`src/rtl/oau_pkg.sv`:
```
// Shared definitions for the operand access address update unit.
// Assumes the flag vector layout documented in the brief.
package oau_pkg;
    localparam int FLAG_W       = 7;
    localparam int F_DIRECT     = 0;
    localparam int F_IMMED      = 1;
    localparam int F_ABS        = 2;
    localparam int F_PCREL      = 3;
    localparam int F_POSTINC    = 4;
    localparam int F_PREDEC     = 5;
    localparam int F_DISP       = 6;
    localparam int LEN_W        = 4;
endpackage

```
`src/rtl/oau_len_decode.sv`:
```
// Length decoder: maps the length code to a byte count and derives the
// register step, including the 2-byte step for byte operands on the
// stack pointer. Assumes codes above 4 are reserved.
module oau_len_decode
    import oau_pkg::*;
#(
    parameter int REG_NUM_W = 4,
    parameter int SP_REG    = 15
) (
    input  logic [2:0]           len_code,
    input  logic [REG_NUM_W-1:0] reg_num,
    output logic [LEN_W-1:0]     len_bytes,
    output logic [LEN_W-1:0]     step_bytes,
    output logic                 bad_len
);
    localparam logic [REG_NUM_W-1:0] SP_NUM = REG_NUM_W'(SP_REG);

    // Decode the length code into a byte count.
    always_comb begin
        bad_len = 1'b0;
        case (len_code)
            3'd0:    len_bytes = LEN_W'(1);
            3'd1:    len_bytes = LEN_W'(2);
            3'd2:    len_bytes = LEN_W'(4);
            3'd3:    len_bytes = LEN_W'(8);
            3'd4:    len_bytes = LEN_W'(12);
            default: begin
                len_bytes = '0;
                bad_len   = 1'b1;
            end
        endcase
    end

    // Keep the stack pointer word aligned for byte operands.
    always_comb begin
        if (len_bytes == LEN_W'(1) && reg_num == SP_NUM)
            step_bytes = LEN_W'(2);
        else
            step_bytes = len_bytes;
    end
endmodule

```
`src/rtl/oau_legality.sv`:
```
// Legality check: flags accesses the mode and direction cannot support.
// Assumes the running offset given is the one this access will use.
module oau_legality
    import oau_pkg::*;
#(
    parameter int OFS_W = 8
) (
    input  logic [FLAG_W-1:0] flags,
    input  logic              is_store,
    input  logic [LEN_W-1:0]  len_bytes,
    input  logic              bad_len,
    input  logic [OFS_W-1:0]  ofs_use,
    output logic              illegal
);
    logic store_bad, pair_bad, direct_bad;

    // Collect each illegal condition separately, then combine.
    always_comb begin
        store_bad  = is_store && (flags[F_IMMED] || flags[F_PCREL]);
        pair_bad   = flags[F_POSTINC] && (flags[F_PCREL] || flags[F_PREDEC]);
        direct_bad = flags[F_DIRECT] &&
                     (len_bytes > LEN_W'(4) || ofs_use != '0);
        illegal    = bad_len || store_bad || pair_bad || direct_bad;
    end
endmodule

```
`src/rtl/oau_addr_calc.sv`:
```
// Address and register update calculator. Forms the access address for
// every mode, the byte lane of narrow register/literal operands, the
// write-back value and the running offset to keep if the access is legal.
// Assumes legality is judged elsewhere.
module oau_addr_calc
    import oau_pkg::*;
#(
    parameter int ADDR_W  = 32,
    parameter int OFS_W   = 8,
    parameter int PC_BIAS = 4
) (
    input  logic [FLAG_W-1:0] flags,
    input  logic [ADDR_W-1:0] reg_val,
    input  logic [ADDR_W-1:0] disp,
    input  logic [ADDR_W-1:0] pc,
    input  logic [LEN_W-1:0]  len_bytes,
    input  logic [LEN_W-1:0]  step_bytes,
    input  logic [OFS_W-1:0]  ofs_use,
    output logic [ADDR_W-1:0] addr,
    output logic [1:0]        lane,
    output logic              wb_req,
    output logic [ADDR_W-1:0] wb_val,
    output logic [OFS_W-1:0]  ofs_next
);
    localparam logic [ADDR_W-1:0] PC_OFS = ADDR_W'(PC_BIAS);

    logic              is_reg_lit, is_abs, is_ind, steps_reg;
    logic [ADDR_W-1:0] step_w, ofs_w, disp_sel, reg_dec, reg_inc, base;

    // Classify the access and widen the small operands.
    always_comb begin
        is_reg_lit = flags[F_DIRECT] || flags[F_IMMED];
        is_abs     = !is_reg_lit && flags[F_ABS];
        is_ind     = !is_reg_lit && !flags[F_ABS];
        steps_reg  = flags[F_POSTINC] || flags[F_PREDEC];
        step_w     = ADDR_W'(step_bytes);
        ofs_w      = ADDR_W'(ofs_use);
        disp_sel   = flags[F_DISP] ? disp : '0;
        reg_dec    = reg_val - step_w;
        reg_inc    = reg_val + step_w;
    end

    // Pick the base of an indirect access.
    always_comb begin
        if (flags[F_PCREL])
            base = pc + PC_OFS;
        else if (flags[F_PREDEC])
            base = reg_dec;
        else
            base = reg_val;
    end

    // Form the access address; predecrement starts from a zero offset.
    always_comb begin
        if (is_reg_lit)
            addr = '0;
        else if (is_abs)
            addr = disp + ofs_w;
        else if (flags[F_PREDEC])
            addr = base + disp_sel;
        else
            addr = base + disp_sel + ofs_w;
    end

    // Narrow register or literal operands sit in the low-order lanes.
    always_comb begin
        lane = 2'd0;
        if (is_reg_lit) begin
            if (len_bytes == LEN_W'(1))
                lane = 2'd3;
            else if (len_bytes == LEN_W'(2))
                lane = 2'd2;
        end
    end

    // Register side effect and running offset for the next part.
    always_comb begin
        wb_req = is_ind && steps_reg && !flags[F_PCREL];
        wb_val = flags[F_PREDEC] ? reg_dec : reg_inc;
        if (is_ind && steps_reg)
            ofs_next = '0;
        else
            ofs_next = ofs_use + OFS_W'(len_bytes);
    end
endmodule

```
`src/rtl/oau_access_unit.sv`:
```
// Operand access address update unit (top). Registers one result per
// request and holds the running byte offset between the parts of a
// multi-part operand. Assumes at most one request per cycle.
module oau_access_unit
    import oau_pkg::*;
#(
    parameter int ADDR_W    = 32,
    parameter int REG_NUM_W = 4,
    parameter int OFS_W     = 8,
    parameter int SP_REG    = 15,
    parameter int PC_BIAS   = 4
) (
    input  logic                 clk,
    input  logic                 rst_n,
    input  logic                 req_valid,
    input  logic                 req_new_op,
    input  logic                 req_store,
    input  logic [6:0]           req_flags,
    input  logic [REG_NUM_W-1:0] req_reg_num,
    input  logic [2:0]           req_len_code,
    input  logic [ADDR_W-1:0]    req_reg_val,
    input  logic [ADDR_W-1:0]    req_disp,
    input  logic [ADDR_W-1:0]    req_pc,
    output logic                 acc_valid,
    output logic                 acc_illegal,
    output logic [ADDR_W-1:0]    acc_addr,
    output logic [1:0]           acc_lane,
    output logic                 wb_en,
    output logic [REG_NUM_W-1:0] wb_reg,
    output logic [ADDR_W-1:0]    wb_val
);
    logic [OFS_W-1:0]  ofs_q, ofs_use, ofs_next;
    logic [LEN_W-1:0]  len_bytes, step_bytes;
    logic              bad_len, illegal, wb_req;
    logic [ADDR_W-1:0] addr_c, wb_val_c;
    logic [1:0]        lane_c;

    // A new operand starts its parts from offset zero.
    always_comb ofs_use = req_new_op ? '0 : ofs_q;

    oau_len_decode #(.REG_NUM_W(REG_NUM_W), .SP_REG(SP_REG)) len_i (
        .len_code   (req_len_code),
        .reg_num    (req_reg_num),
        .len_bytes  (len_bytes),
        .step_bytes (step_bytes),
        .bad_len    (bad_len)
    );

    oau_legality #(.OFS_W(OFS_W)) legal_i (
        .flags     (req_flags),
        .is_store  (req_store),
        .len_bytes (len_bytes),
        .bad_len   (bad_len),
        .ofs_use   (ofs_use),
        .illegal   (illegal)
    );

    oau_addr_calc #(.ADDR_W(ADDR_W), .OFS_W(OFS_W), .PC_BIAS(PC_BIAS)) calc_i (
        .flags      (req_flags),
        .reg_val    (req_reg_val),
        .disp       (req_disp),
        .pc         (req_pc),
        .len_bytes  (len_bytes),
        .step_bytes (step_bytes),
        .ofs_use    (ofs_use),
        .addr       (addr_c),
        .lane       (lane_c),
        .wb_req     (wb_req),
        .wb_val     (wb_val_c),
        .ofs_next   (ofs_next)
    );

    // Register the result; an illegal access keeps the offset in use.
    always_ff @(posedge clk) begin
        if (!rst_n) begin
            acc_valid   <= 1'b0;
            acc_illegal <= 1'b0;
            acc_addr    <= '0;
            acc_lane    <= '0;
            wb_en       <= 1'b0;
            wb_reg      <= '0;
            wb_val      <= '0;
            ofs_q       <= '0;
        end else begin
            acc_valid <= req_valid;
            wb_en     <= req_valid && wb_req && !illegal;
            if (req_valid) begin
                acc_illegal <= illegal;
                acc_addr    <= addr_c;
                acc_lane    <= lane_c;
                wb_reg      <= req_reg_num;
                wb_val      <= wb_val_c;
                ofs_q       <= illegal ? ofs_use : ofs_next;
            end
        end
    end
endmodule

```
`config.mk`:
```
export PLATFORM = sky130hd
export DESIGN_NAME = oau_access_unit
export DESIGN_NICKNAME = d
export VERILOG_FILES = /design/src/rtl/oau_pkg.sv /design/src/rtl/oau_len_decode.sv /design/src/rtl/oau_legality.sv /design/src/rtl/oau_addr_calc.sv /design/src/rtl/oau_access_unit.sv
export SDC_FILE = /design/constraint.sdc
export NUM_CORES = 1
export LEC_CHECK = 0
export BUFFER_PORTS_ARGS = -buffer_cell sky130_fd_sc_hd__buf_2
export CAP_MARGIN = 0
export CORE_MARGIN = 2
export CORE_UTILIZATION = 50
export CTS_CLUSTER_DIAMETER = 30
export CTS_CLUSTER_SIZE = 25
export DETAILED_ROUTE_END_ITERATION = 10
export GPL_TIMING_DRIVEN = 0
export HOLD_SLACK_MARGIN = 0.03
export MAX_ROUTING_LAYER = met4
export PLACE_DENSITY = 0.74
export SLEW_MARGIN = 40
export SYNTH_ARGS = -nofsm -noshare
export SYNTH_HDL_FRONTEND = slang
export SYNTH_SLANG_ARGS = --single-unit
export TNS_END_PERCENT = 100
```
`constraint.sdc`:
```
create_clock -name clk -period 11.8 [get_ports clk]
set_input_delay 2.36 -clock clk [delete_from_list [all_inputs] [get_ports clk]]
set_output_delay 2.36 -clock clk [all_outputs]
set_load 0.05 [all_outputs]
```
# [Word level (Yosys, flattened, before mapping)]
# Cells that the tools add are included.
[op_classes] n_addsub=7 multipliers=0 div=0 magnitude_cmp=1 n_eq_ne=7 n_shift=0 mux=16 bitwise_logic=0 n_reduce_logical=25
[op_table] operator="$mux 32" count=7
[op_table] operator="$add 32x8->32" count=2
[op_table] operator="$add 32x3->32 const B" count=1
[op_table] operator="$add 32x32->32" count=1
[op_table] operator="$add 32x4->32" count=1
[op_table] operator="$sub 32x4->32" count=1
[op_table] operator="$mux 8" count=3
[op_table] operator="$pmux 4 s5" count=1
[op_table] operator="$logic_and 1x1->1" count=10
[op_table] operator="$add 8x4->8" count=1
[op_table] operator="$logic_or 1x1->1" count=8
[op_table] operator="$reduce_bool 8->1" count=1
[op_table] operator="$eq 3x2->1 const B" count=2
[op_table] operator="$mux 2" count=3
[op_table] operator="$reduce_or 5->1" count=1
[op_table] operator="$eq 4x1->1 const B" count=1
[op_table] operator="$eq 4x2->1 const B" count=1
[op_table] operator="$eq 4x4->1 const B" count=1
[op_table] operator="$gt 4x3->1 const B" count=1
[op_table] operator="$logic_not 1->1" count=4
[op_table] operator="$mux 4" count=1
[op_table] operator="$eq 3x1->1 const B" count=1
[op_table] operator="$eq 3x3->1 const B" count=1
[op_table] operator="$logic_not 3->1" count=1
[op_table] operator="$mux 1" count=1
[word_totals] regBits=81 latch_bits=0 mem_bits_rw=0 romBits=0 out_inout_bits=73 word_cells=64 n_memories=0

# [Logic depth before layout (Yosys ltp)]
[logic_depth] ltp_word=13 ltp_mapped=28 mapped_depth_nobuf=28

# [Cells and area by module]
# From an unflattened synthesis, not the netlist that was laid out.
[hier_totals] hier_cells=1365 area_unflattened_um2=10119.7
[modules_own_cells] module="oau_addr_calc" n_inst=1 cells_each=1060 area_per_inst_um2=6815.3
[modules_own_cells] module="oau_access_unit" n_inst=1 cells_each=280 area_per_inst_um2=3123.0
[modules_own_cells] module="oau_len_decode" n_inst=1 cells_each=16 area_per_inst_um2=123.9
[modules_own_cells] module="oau_legality" n_inst=1 cells_each=9 area_per_inst_um2=57.6

# [Least setup slack after synthesis]
# OpenSTA, ideal clock, no wires.
[synth_timing] path_type="input port to flip-flop" start="input req_len_code[1]" end="register acc_addr[31]" setup_ps=134 arrival_ps=7501 required_time_ps=11666 setup_slack_ps=4165 path_stages=27 n_path_buf=2 path_cell_list="nor3_1 nor2b_1 ha_1 fa_1 nor2_1 o21ai_0 nand2_1 or4_1 clkbuf_1 or3_1 nor3_1 xor2_1 nor2_1 a21oi_1 ha_1 clkbuf_1 nand2_1 o21ai_0 a211o_1 o31ai_1 xnor2_1 nor2b_1 nand4b_1 and4b_1 nand4_1 xnor2_1 o221ai_1"
[synth_via] elab_chain_cells=13 elab_cells_between_ends=17 classes_between="add/sub (3); eq/ne (5); mux (7); reduce/logical (2)"
[synth_lines] item="start, declared" line="oau_access_unit.sv:20" rtl="input logic [2:0] req_len_code,"
[synth_lines] item="$eq 3x3->1, or another cell as far along" line="oau_len_decode.sv:21" rtl="case (len_code)"
[synth_lines] item="$pmux 4 s5 (*)" line="oau_len_decode.sv:21"
[synth_lines] item="$eq 4x1->1" line="oau_len_decode.sv:36" rtl="if (len_bytes == LEN_W'(1) && reg_num == SP_NUM)"
[synth_lines] item="$logic_and 1x1->1" line="oau_len_decode.sv:36"
[synth_lines] item="$mux 4 (*)" line="oau_len_decode.sv:36"
[synth_lines] item="$sub 32x4->32 (*)" line="oau_addr_calc.sv:39" rtl="reg_dec = reg_val - step_w;"
[synth_lines] item="$mux 32 (*)" line="oau_addr_calc.sv:47" rtl="else if (flags[F_PREDEC])"
[synth_lines] item="$mux 32 (*)" line="oau_addr_calc.sv:45" rtl="if (flags[F_PCREL])"
[synth_lines] item="$add 32x32->32 (*)" line="oau_addr_calc.sv:60, oau_addr_calc.sv:62"
[synth_lines] item="$add 32x8->32" line="oau_addr_calc.sv:62" rtl="addr = base + disp_sel + ofs_w;"
[synth_lines] item="$mux 32 (*)" line="oau_addr_calc.sv:59" rtl="else if (flags[F_PREDEC])"
[synth_lines] item="$mux 32 (*)" line="oau_addr_calc.sv:57" rtl="else if (is_abs)"
[synth_lines] item="$mux 32 (*)" line="oau_addr_calc.sv:55" rtl="if (is_reg_lit)"
[synth_lines] item="end signal, assigned" line="oau_access_unit.sv:89" rtl="acc_addr <= addr_c;"
[synth_lines] item="end, declared" line="oau_access_unit.sv:26" rtl="output logic [ADDR_W-1:0] acc_addr,"
# Mark *: on every way between the ends. The rest lies on a longest branch, timed or not.
# A chain may end at the register's enable or synchronous reset.

# [Worst setup path after layout]
[layout_timing] start="input req_len_code[0]" end="register acc_addr[30]"
# Same word-level chain as after synthesis.

==> impl_metrics.toml <==
[clocking]
cts-htree-levels = 3
clock_latency_ps = 360
cts_resized = 0
clk_pin_slew_ps = 70
cts.path.max_buffers = 2
post-cts-setup-buffers = 0
cts_hold_buf = 0
cts_inserted_buffers = 9
cts_root_buf = "clkbuf_16"
clock-sinks = 81
cts_tree = "yes"

[route]
vias = 10200
drt_drc_violations_left = 0
ant_nets = 0
viasPerCell = 5.90
drt_iter0_markers = 839
drt-total-wl_um = 31500
firstDrtPassIters = 5
wire_per_inst_um = 18.2

[floorplan]
start_util_pct = 50.5
io_pins = 188
die_area_um2 = 19900
rows = 50
dieHeight_um = 141
core_area_um2 = 18600
fp.dieW_um = 141

[logic_synthesis]
async_flop_share_pct = 0
yosysMostFrequentCell = "nor2_1"
synth-main-ff-cell = "dfxtp_1"
synthesis.area_um2 = 9390
synth_cells = 1303
synth_area_per_cell_um2 = 7.20
ys_top_cells_by_count = "nor2_1, nand2_1, xnor2_1"
ys_ff_latch = 81
synth_edf_count = 0
synth_area_leader_cell = "dfxtp_1"
synth_top_area_share_pct = 17.3
yosys_warnings = 0
synthesis.nets = 1485
ys_types = 77
synthTopCellsByArea = "dfxtp_1, xnor2_1, ha_1"
yosysSeqAreaShare_pct = 17.3

[sta]
fin_crit_ps = 9080
final.setup.tns_ps = 0
hold_violations = 0
slew_violations = 0
setup_violations = 0
fmax_mhz = 110
rsz0062_at_grt = "false"
worst_pin_slew_ps = 869
relSlewSlack_pct = 42.1
fin_crit_sh_pct = 77.0
skew_ps = 8.35

[cells_and_area]
area_delta_synth_final_pct = 15.7
final_cells = 1724
reg_top3 = "acc_addr x32, wb_val x32, ofs_q x8"
layout-drive-gt1-share_pct = 14.3
postLayoutCoreUtil_pct = 58.4
fillerInstances = 1865
nets = 1666

[placement]
dpl.cell_count = 1707
dp.final_hpwl_um = 25500
place_congestion = 0.970
place.port_buffers = 170

[power_and_ir_drop]
p_sw_mw = 0.401
combPwrFrac_pct = 40.3
cellLeakagePower_nw = 4.68
power.total_mw = 1.02
switching_share_pct = 39.2
p_seq_share_pct = 28.6
clockPowerShare_pct = 31.1
ir_drop_mv = 0.0806
power_density_nw_per_um2 = 94.4
internal-power_mw = 0.624

[global_route]
track_usage_pct = 31.7
grt_pass1_wl_um = 48300
grt_max_degree = 13
antenna_found_initial = 3
grt_overflow = 0
grt_pass1_vias = 9489

[worst_setup_path]
crit_arrival_ps = 9350
cp-end-kind = "register"
setup.worst_path.start_class = "input port"
critPathMaxFanout = 9
cp_slowest_cell = "o31ai_1"
critPathKind = "in2reg"
slowest_delay_ps = 640
cp_common_cell = "nor2b_1"
cp.required_ps = 12060
worst-path-buf-inv = 3
cp_top_family = "simple AND/OR/NAND/NOR gates"

[outcome]
status = "finished, final reports clean"

[run]
drv_cap = 0

[min_path]
hp-class = "reg2reg"
-- cell type report --
class	count	area (µm²)	area share, %
antenna	3	7.51	0.0692
buffer	62	241	2.22
clock buffer	11	253	2.33
clock inverter	3	65.1	0.599
inverter	38	143	1.31
multi-input combinational	1122	7380	68.0
sequential	81	1620	14.9
tap	234	293	2.70
timing repair buffer	170	851	7.84
-- layer usage --
layer / part of all wire [%] / wire length, µm / vias up / GRT usage (%)
met4: 3.4 / 1080 / 0 / 11.8
met5: 0 / 0 / - / -
met2: 46 / 14600 / 403 / 51.9
li1: - / - / 5005 / -
met1: 43 / 13600 / 4698 / 39.3
met3: 7.0 / 2200 / 62 / 5.50
-- power groups by stage --
| stage | logic [mW] | registers [mW] | clock network (mW) |
|---|---|---|---|
| after floorplan | 0.247 | 0.343 | 0 |
| after global placement | 0.401 | 0.299 | 0 |
| after detailed placement | 0.406 | 0.299 | 0 |
| after CTS | 0.408 | 0.293 | 0.321 |
| after global routing | 0.450 | 0.294 | 0.330 |
| final | 0.413 | 0.293 | 0.319 |
-- path summary, 6_finish.rpt --
kind | endpoint | startpoint | slack, ps | cells after the start
setup reg to reg | acc_addr[22] | ofs_q[0] | 7830 | 15
hold reg to reg | acc_addr[22] | acc_addr[22] | 450 | 2
hold / removal | acc_addr[22] | acc_addr[22] | 450 | 2
setup / recovery | acc_addr[30] | req_len_code[0] | 2720 | 28
-- cells in the final DEF, fill, tap and decap left out, types with 6 or more instances in the layout --
cell	Yosys	routed
nor4_1	8	8
nand3_1	47	47
xor2_1	65	65
ha_1	61	61
a31oi_1	8	8
mux2i_1	34	34
buf_1	7	6
nand4_1	24	24
or3_1	11	11
a211oi_1	28	28
o21ai_0	83	83
o21bai_1	8	8
and4_1	8	8
nor2b_1	24	24
dfxtp_1	81	81
nand2_1	134	134
and2_1	41	41
o21a_1	10	10
a22oi_1	9	9
clkbuf_1	49	49
nand2b_1	10	10
a21oi_1	89	89
xnor2_1	99	99
nor2_1	152	152
inv_1	35	35
buf_2	6	176
nor3_1	34	34
clkbuf_16	0	9
fa_1	6	6
a21o_1	17	17
and3_1	17	17
-- worst min-delay path, delay by kind of cell, from the launching register on --
kind | cells | cell delay (ps)
flops | 1 | 310
compound gates | 1 | 50
simple gates | 1 | 50
-- cell families after synthesis --
| kind of cell | Yosys count | share of synthesized area, % |
|---|---|---|
| multiplexers | 35 | 3.75 |
| adder cells (fa/ha/maj) | 67 | 9.41 |
| XOR/XNOR | 164 | 15.3 |
| AO/OA/AOI/OAI | 313 | 21.1 |
| flip-flops | 81 | 17.3 |
| buffers and inverters | 100 | 4.08 |
| AND/OR/NAND/NOR | 543 | 29.0 |
-- per-stage QoR --
stage                     hold slack (ps)  setup WS (ps)  area [µm²]
after floorplan                       436           4160        9390
after global placement                434           2750       10500
after detailed placement              442           2640       10500
after CTS                             454           2990       10800
after global routing                  469           2330       10900
final                                 449           2720       10900
(Power assumes the default switching activity.)
